===== src/rtl/rtc_pkg.sv =====
package rtc_pkg;

    localparam int unsigned DW     = 32;
    localparam int unsigned REG_AW = 6;

    typedef logic [REG_AW-1:0] reg_addr_t;
    typedef logic [DW-1:0]     word_t;

    localparam reg_addr_t OFS_CTRL    = 6'h00;
    localparam reg_addr_t OFS_SECS    = 6'h04;
    localparam reg_addr_t OFS_ALARM   = 6'h08;
    localparam reg_addr_t OFS_TRIM    = 6'h0C;
    localparam reg_addr_t OFS_HIB     = 6'h20;
    localparam reg_addr_t OFS_SCRATCH = 6'h34;

    localparam int unsigned B_RDY  = 7;
    localparam int unsigned B_HZF  = 6;
    localparam int unsigned B_HZIE = 5;
    localparam int unsigned B_ALF  = 4;
    localparam int unsigned B_ALIE = 3;
    localparam int unsigned B_ALEN = 2;
    localparam int unsigned B_RUN  = 0;

    typedef struct packed {
        logic hz_ie;
        logic al_ie;
        logic al_en;
        logic run;
    } rtc_cfg_t;

    typedef struct packed {
        logic hz;
        logic al;
    } rtc_flags_t;

    function automatic rtc_cfg_t cfg_from_word(input word_t w);
        rtc_cfg_t c;
        c.hz_ie = w[B_HZIE];
        c.al_ie = w[B_ALIE];
        c.al_en = w[B_ALEN];
        c.run   = w[B_RUN];
        return c;
    endfunction

    function automatic word_t ctrl_word(input logic rdy, input rtc_flags_t f,
                                        input rtc_cfg_t c);
        word_t w;
        w         = '0;
        w[B_RDY]  = rdy;
        w[B_HZF]  = f.hz;
        w[B_HZIE] = c.hz_ie;
        w[B_ALF]  = f.al;
        w[B_ALIE] = c.al_ie;
        w[B_ALEN] = c.al_en;
        w[B_RUN]  = c.run;
        return w;
    endfunction

endpackage


===== src/rtl/rtc_wr_gate.sv =====
module rtc_wr_gate #(
    parameter int unsigned BUSY_CYC = 4
) (
    input  logic clk,
    input  logic rst,
    input  logic wr_req,
    output logic wr_ok,
    output logic wr_rdy
);
    localparam int unsigned CW = (BUSY_CYC < 1) ? 1 : $clog2(BUSY_CYC + 1);

    generate
        if (BUSY_CYC == 0) begin : g_free
            assign wr_rdy = 1'b1;
        end else begin : g_hold
            localparam logic [CW-1:0] LOAD = CW'(BUSY_CYC);
            logic [CW-1:0] cnt_q;
            always_ff @(posedge clk) begin
                if (rst) begin
                    cnt_q <= '0;
                end else if (wr_req && (cnt_q == '0)) begin
                    cnt_q <= LOAD;
                end else if (cnt_q != '0) begin
                    cnt_q <= cnt_q - 1'b1;
                end
            end
            assign wr_rdy = (cnt_q == '0);
        end
    endgenerate

    assign wr_ok = wr_req & wr_rdy;
endmodule


===== src/rtl/rtc_sec_counter.sv =====
module rtc_sec_counter
    import rtc_pkg::*;
(
    input  logic  clk,
    input  logic  rst,
    input  logic  tick,
    input  logic  run,
    input  logic  load,
    input  word_t load_val,
    input  word_t alarm_val,
    input  logic  alarm_en,
    output word_t secs,
    output logic  step,
    output logic  match
);
    word_t cnt_q;
    word_t nxt;

    assign nxt   = cnt_q + 1'b1;
    assign step  = tick & run & ~load;
    assign match = step & alarm_en & (nxt == alarm_val);

    always_ff @(posedge clk) begin
        if (rst) begin
            cnt_q <= '0;
        end else if (load) begin
            cnt_q <= load_val;
        end else if (step) begin
            cnt_q <= nxt;
        end
    end

    assign secs = cnt_q;
endmodule


===== src/rtl/rtc_flag_unit.sv =====
module rtc_flag_unit
    import rtc_pkg::*;
(
    input  logic       clk,
    input  logic       rst,
    input  logic       hz_set,
    input  logic       al_set,
    input  logic       clr_en,
    input  logic       keep_hz,
    input  logic       keep_al,
    input  rtc_cfg_t   cfg,
    output rtc_flags_t flags,
    output logic       irq
);
    rtc_flags_t flg_q;
    rtc_flags_t flg_d;

    always_comb begin
        flg_d = flg_q;
        if (clr_en && !keep_hz) flg_d.hz = 1'b0;
        if (clr_en && !keep_al) flg_d.al = 1'b0;
        if (hz_set)             flg_d.hz = 1'b1;
        if (al_set)             flg_d.al = 1'b1;
    end

    always_ff @(posedge clk) begin
        if (rst) flg_q <= '0;
        else     flg_q <= flg_d;
    end

    assign flags = flg_q;
    assign irq   = (flg_q.hz & cfg.hz_ie) | (flg_q.al & cfg.al_ie);
endmodule


===== src/rtl/rtc_secs_periph.sv =====
module rtc_secs_periph
    import rtc_pkg::*;
#(
    parameter int unsigned BUSY_CYC = 4
) (
    input  logic        clk,
    input  logic        rst,
    input  logic        tick_1hz,
    input  logic        bus_sel,
    input  logic        bus_we,
    input  logic [5:0]  bus_addr,
    input  logic [31:0] bus_wdata,
    output logic [31:0] bus_rdata,
    output logic        irq,
    output logic        hib_req
);
    logic       wr_ok, wr_rdy;
    logic       wr_ctrl, sec_load, wr_alarm, wr_trim, wr_scr, wr_hib;
    logic       step, match;
    word_t      secs;
    word_t      alarm_q, trim_q, scr_q;
    rtc_cfg_t   cfg_q;
    rtc_flags_t flags;
    logic       hib_q;

    rtc_wr_gate #(.BUSY_CYC(BUSY_CYC)) u_gate (
        .clk    (clk),
        .rst    (rst),
        .wr_req (bus_sel & bus_we),
        .wr_ok  (wr_ok),
        .wr_rdy (wr_rdy)
    );

    assign wr_ctrl  = wr_ok && (bus_addr == OFS_CTRL);
    assign sec_load = wr_ok && (bus_addr == OFS_SECS);
    assign wr_alarm = wr_ok && (bus_addr == OFS_ALARM);
    assign wr_trim  = wr_ok && (bus_addr == OFS_TRIM);
    assign wr_scr   = wr_ok && (bus_addr == OFS_SCRATCH);
    assign wr_hib   = wr_ok && (bus_addr == OFS_HIB);

    rtc_sec_counter u_cnt (
        .clk       (clk),
        .rst       (rst),
        .tick      (tick_1hz),
        .run       (cfg_q.run),
        .load      (sec_load),
        .load_val  (bus_wdata),
        .alarm_val (alarm_q),
        .alarm_en  (cfg_q.al_en),
        .secs      (secs),
        .step      (step),
        .match     (match)
    );

    rtc_flag_unit u_flags (
        .clk     (clk),
        .rst     (rst),
        .hz_set  (step),
        .al_set  (match),
        .clr_en  (wr_ctrl),
        .keep_hz (bus_wdata[B_HZF]),
        .keep_al (bus_wdata[B_ALF]),
        .cfg     (cfg_q),
        .flags   (flags),
        .irq     (irq)
    );

    always_ff @(posedge clk) begin
        if (rst) begin
            cfg_q   <= '0;
            alarm_q <= '0;
            trim_q  <= '0;
            scr_q   <= '0;
            hib_q   <= 1'b0;
        end else begin
            if (wr_ctrl)  cfg_q   <= cfg_from_word(bus_wdata);
            if (wr_alarm) alarm_q <= bus_wdata;
            if (wr_trim)  trim_q  <= bus_wdata;
            if (wr_scr)   scr_q   <= bus_wdata;
            hib_q <= wr_hib & bus_wdata[0];
        end
    end

    assign hib_req = hib_q;

    always_comb begin
        unique case (bus_addr)
            OFS_CTRL:    bus_rdata = ctrl_word(wr_rdy, flags, cfg_q);
            OFS_SECS:    bus_rdata = secs;
            OFS_ALARM:   bus_rdata = alarm_q;
            OFS_TRIM:    bus_rdata = trim_q;
            OFS_SCRATCH: bus_rdata = scr_q;
            default:     bus_rdata = '0;
        endcase
    end
endmodule


===== config.mk =====
export PLATFORM = sky130hd
export DESIGN_NAME = rtc_secs_periph
export DESIGN_NICKNAME = d
export VERILOG_FILES = /design/src/rtl/rtc_pkg.sv /design/src/rtl/rtc_wr_gate.sv /design/src/rtl/rtc_sec_counter.sv /design/src/rtl/rtc_flag_unit.sv /design/src/rtl/rtc_secs_periph.sv
export SDC_FILE = /design/constraint.sdc
export NUM_CORES = 1
export LEC_CHECK = 0
export BUFFER_PORTS_ARGS = -buffer_cell sky130_fd_sc_hd__buf_2
export CORE_UTILIZATION = 30
export DETAILED_ROUTE_END_ITERATION = 16
export GPL_TIMING_DRIVEN = 0
export MAX_ROUTING_LAYER = met4
export PLACE_DENSITY = 0.45
export SLEW_MARGIN = 15
export SYNTH_ARGS = -nofsm -noshare
export SYNTH_HDL_FRONTEND = slang
export SYNTH_SLANG_ARGS = --single-unit

===== constraint.sdc =====
create_clock -name clk -period 6.5 [get_ports clk]
set_input_delay 1.3 -clock clk [delete_from_list [all_inputs] [get_ports clk]]
set_output_delay 1.3 -clock clk [all_outputs]
set_load 0.1 [all_outputs]

==> After elaboration in Yosys (flattened, before gate mapping) <==
Index checks and enable logic that the tools add are counted.
W data, S select, Z words.
{ "totals": {"register_bits": 138, "input_bits": 43, "out_inout_bits": 34} }
{ "op_classes": {"addsub": 2, "eq_ne": 6, "n_mux": 9, "bitwise": 11, "n_reduce_logical": 19} }
{ "op_table": {"columns": ["op", "count"], "rows": [
  ["$pmux W32 S5", 1],
  ["$mux W32", 2],
  ["$add A32 B1 Y32 const B", 1],
  ["$eq A32 B32 Y1", 1],
  ["$eq A6 B4 Y1 const B", 2],
  ["$eq A6 B6 Y1 const B", 2],
  ["$and A1 B1 Y1", 9],
  ["$logic_and A1 B1 Y1", 9],
  ["$reduce_bool A2 Y1", 4],
  ["$eq A6 B3 Y1 const B", 1],
  ["$logic_not A6 Y1", 1],
  ["$mux W3", 2],
  ["$mux W1", 4],
  ["$logic_not A3 Y1", 1],
  ["$reduce_bool A3 Y1", 1],
  ["$sub A3 B1 Y3 const B", 1],
  ["$logic_not A1 Y1", 2],
  ["$reduce_or A2 Y1", 1],
  ["$not A1 Y1", 1],
  ["$or A1 B1 Y1", 1]
]} }

==> Longest topological paths before layout <==
{ "logic_depth": {"ltp_word": 8, "mapped_depth": 10, "mapped_depth_nobuf": 9} }

==> By module <==
Synthesis repeated with hierarchy kept, for this count alone.
{ "hier_totals": {"cells_unflattened": 995, "hier_area_um2": 8109.0} }
{ "by_module_without_submodules": {"columns": ["module", "n_inst", "cells_per_inst", "area_each_um2", "seq_area_each_um2"], "rows": [
  ["rtc_secs_periph", 1, 590, 4979.8, 2021.9],
  ["rtc_sec_counter", 1, 378, 2845.2, 640.6],
  ["rtc_wr_gate", 1, 18, 182.7, 60.1],
  ["rtc_flag_unit", 1, 9, 101.3, 40.0]
]} }

==> Worst setup path after synthesis <==
No wires, ideal clock.
{ "synth_path": {"path_kind": "input port to output port", "start": "input bus_addr[5]", "end": "output bus_rdata[2]", "arrival_time_ps": 3324, "required_time_ps": 5200, "slack_ps": 1876, "cell_stages": 4, "path_cell_list": "or4_1 -> nor3b_2 -> clkbuf_1 -> a221o_1"} }
{ "synth_via": {"elab_chain_len": 2} }
{ "synth_lines": {"columns": ["element", "line", "rtl"], "rows": [
  ["from (decl)", "rtc_secs_periph.sv:11", "input logic [5:0] bus_addr,"],
  ["$eq A6 B6 Y1 (tied with other cells)", "rtc_secs_periph.sv:87", "unique case (bus_addr)"],
  ["$pmux W32 S5 *", "rtc_secs_periph.sv:87", null],
  ["to (decl)", "rtc_secs_periph.sv:13", "output logic [31:0] bus_rdata,"]
]} }
Every way passes the cells marked *; elsewhere a longest branch is shown, timed or not.

==> Final worst setup path <==
{ "layout_path": {"start": "input bus_addr[5]", "end": "output bus_rdata[31]"} }
Same word-level chain as after synthesis.

==> results by group <==
Outcome
  – Outcome: finished clean

CTS
  – Reg clk slew, reported paths: 0.07 ns
  – H-tree depth: 4
  – Worst-Skew Late Latency: 0.43 ns
  – CTS Buf Count: 17
  – Clock Path Buffers: 2
  – CTS tree: built
  – Post-CTS Resized: 0
  – TritonCTS Sinks: 138
  – Root buffer cell: clkbuf_16
  – Setup bufs post-CTS: 0
  – CTS Hold Bufs: 0

Placed design
  – DP Cell Count: 1380
  – Post-Place Setup Slack: 1.24 ns
  – IO buf count: 76
  – HPWL Detailed: 21000 um
  – Gpl congestion: 0.893

Die
  – Die X: 160 um
  – Row count: 57
  – Initial Util: 0.306
  – Die height: 160 um
  – I/O pin total: 77
  – Die Footprint: 25500 um2
  – Core area: 24400 um2

Timing
  – Final Max Tran Viols: 0
  – RSZ-0062 raised after global routing: no
  – Fmax: 190 MHz
  – Post-route setup slack: 1.22 ns
  – Min Hold Slack: 0.456 ns
  – Worst-margin pin slew: 1.14 ns
  – Slew headroom: 0.240
  – Final Hold Fails: 0
  – Minimum clock period: 5.28 ns
  – Final setup viols: 0
  – Final period utilization: 0.812
  – Clock skew: 0.00823 ns
  – Setup TNS: 0 ns

Finish
  – Final-layout fill cell count: 2686
  – Filler-free cell count of the finished design: 1412
  – Most common cell after layout, fill and taps aside: nand2_1
  – Proportion of layout cells with a drive suffix above 1: 0.121
  – Area delta synth->final: 18.9%
  – Nets: 1121
  – Most frequent cells in the layout: nand2_1, dfxtp_1, a21oi_1, buf_2, nor2_1

GRT
  – Pin count of the biggest net entering global routing: 17
  – Gr ovfl total: 0
  – M3 GR Usage: 0.0413
  – Met1 GRT Util: 0.293
  – Met2 Use GR: 0.380
  – Initial antenna violation count: 1
  – Vias in the first global route: 6900
  – Gr busiest metal: met2
  – GRT Total Usage: 0.232
  – First-pass GRT wire length: 43200 um

Yosys
  – Avg Cell Area, Syn: 7.61 um2
  – EDFF count, synth: 0
  – #FFs+latches synth: 138
  – Synth unique cells: 57
  – Synth Flop Type: dfxtp_1
  – Synth warn: 0
  – Async set-reset flop share out of synthesis: 0
  – Synthesized area: 7460 um2
  – Post-synthesis sequential area ratio: 0.370
  – Post-Synthesis Cells: 980
  – Syn Nets: 1026

Routing
  – DRT iter0 DRCs: 539
  – Post-route DRC: 0
  – Via density: 5.25
  – Drt total wl: 28500 um
  – Routed length per instance: 20.1 um
  – Antenna-violating nets left: 0
  – Drt pass-1 iters: 6
  – Vias: 7416

Critical path
  – Worst R2R Setup Slack: 3.48 ns
  – Worst-path fanout max: 10
  – Most common cell on crit path: buf_2
  – CP max-delay cell: clkbuf_1
  – Startpoint Class: primary input
  – Max incr delay on CP: 0.76 ns
  – Worst r2r src: u_cnt.secs[0]
  – CP Cell Sequence: buf_2 > or4_1 > nor3b_2 > clkbuf_1 > a221o_1 > buf_2
  – CP arrival: 3.98 ns
  – CP endpoint kind: primary output
  – Critical Path Start: bus_addr[5]
  – Delay-heaviest family, CP: buffers and inverters
  – Worst Path Required: 5.20 ns
  – Worst path buffer plus inverter count: 3
  – Critical path type: primary input to primary output

Power and ir drop
  – Final Power: 0.00205 W
  – Power per Cell Area: 231 nW/um2
  – Worst vdd ir: 0.127 mV
  – Leak: 3.06 nW

Min path
  – Min-delay worst type: register to register
  – Hold Path Origin: trim_q[25]

Flow run
  – Max-Cap Viols: 0
registers in the layout, indices dropped and copies added, names as in the netlist:
register	cells
alarm_q	32
cfg_q	4
trim_q	32
scr_q	32
u_flags.flags	2
u_cnt.secs	32
hib_req	1
u_gate.g_hold.cnt_q	3
per-layer routing:
layer | up-vias | wire length, um
li1 | 3625 | -
met1 | 3561 | 13000
met2 | 204 | 13700
met3 | 26 | 1310
met4 | 0 | 461
met5 | - | 0
final cells by class:
| cell class | count | area (um2) | area share |
|---|---|---|---|
| Tap cell | 324 | 405 | 0.0457 |
| Clock buffer | 17 | 425 | 0.0479 |
| Clock inverter | 14 | 196 | 0.0221 |
| Timing Repair Buffer | 76 | 380 | 0.0429 |
| Antenna cell | 1 | 2.50 | 0.000282 |
| Buffer | 82 | 329 | 0.0371 |
| Sequential cell | 138 | 2760 | 0.311 |
| Multi-Input combinational cell | 753 | 4340 | 0.490 |
| Inverter | 7 | 26.3 | 0.00296 |
worst reg2reg max path, cell delays in order (launching register included):
cell	delay (ns)
dfxtp_1	0.54
ha_1	0.31
nand3_1	0.23
nor3_1	0.44
buf_2	0.32
nand4_1	0.14
xnor2_1	0.18
a2111oi_0	0.38
nand4_1	0.28
nand2_1	0.13
where the power goes:
| group | total, W | internal [W] | switching (W) |
|---|---|---|---|
| sequential | 0.000861 | 0.000855 | 0.00000571 |
| clock | 0.00105 | 0.000643 | 0.000411 |
| combinational | 0.000136 | 0.0000431 | 0.0000930 |
| total | 0.00205 | 0.00154 | 0.000510 |
cells in the mapped netlist (2+ instances only):
| cell | number | area share |
|---|---|---|
| clkbuf_2 | 3 | 0.0020 |
| nor2b_1 | 2 | 0.0017 |
| clkbuf_1 | 64 | 0.032 |
| xnor2_1 | 42 | 0.049 |
| nor4_1 | 11 | 0.0092 |
| ha_1 | 3 | 0.0050 |
| a211o_1 | 2 | 0.0023 |
| dfxtp_1 | 138 | 0.37 |
| and4_1 | 4 | 0.0047 |
| buf_2 | 10 | 0.0067 |
| and2_1 | 4 | 0.0034 |
| nand2_1 | 239 | 0.12 |
| a211oi_1 | 33 | 0.033 |
| nor3_1 | 21 | 0.014 |
| buf_1 | 4 | 0.0020 |
| a21oi_1 | 107 | 0.072 |
| o32ai_1 | 2 | 0.0023 |
| nand4_1 | 18 | 0.015 |
| nor2_1 | 80 | 0.040 |
| a31oi_1 | 4 | 0.0034 |
| nand2b_1 | 2 | 0.0017 |
| inv_1 | 7 | 0.0035 |
| a22o_1 | 2 | 0.0023 |
| xor2_1 | 30 | 0.035 |
| or4_1 | 4 | 0.0040 |
| nor3b_1 | 2 | 0.0020 |
| nor4b_1 | 4 | 0.0047 |
| and3_1 | 10 | 0.0084 |
| nor4_2 | 3 | 0.0050 |
| a221o_1 | 32 | 0.043 |
| o21ai_0 | 11 | 0.0074 |
| nand4b_1 | 2 | 0.0023 |
| a2111oi_0 | 2 | 0.0023 |
| o22ai_1 | 2 | 0.0017 |
| mux2i_1 | 33 | 0.044 |
| nand4_2 | 2 | 0.0034 |
| nand3_1 | 21 | 0.014 |
cells by family after synthesis:
group / Yosys count / share of synthesized area
simple gates: 437 / 0.266
xor+xnor: 72 / 0.0845
fa+ha+maj: 3 / 0.00503
compound gates: 208 / 0.182
buf+inv: 89 / 0.0475
mux: 33 / 0.0443
flops: 138 / 0.370
path summary, 6_finish.rpt:
path,to,cells past startpoint
hold / removal,trim_q[25],2
setup reg to reg,u_flags.flags[0],9
setup / recovery,bus_rdata[31],6
hold reg to reg,trim_q[25],2
stage by stage:
| stage | util | cell area (um2) |
|---|---|---|
| 2_1_floorplan | - | 7460 |
| 5_1_grt | 0.364 | 8870 |
| 3_5_place_dp | 0.338 | 8250 |
| 3_3_place_gp | 0.338 | 8250 |
| 6_report | 0.364 | 8870 |
| 4_1_cts | 0.364 | 8870 |
Note: power is estimated with default switching activity, not from simulation.
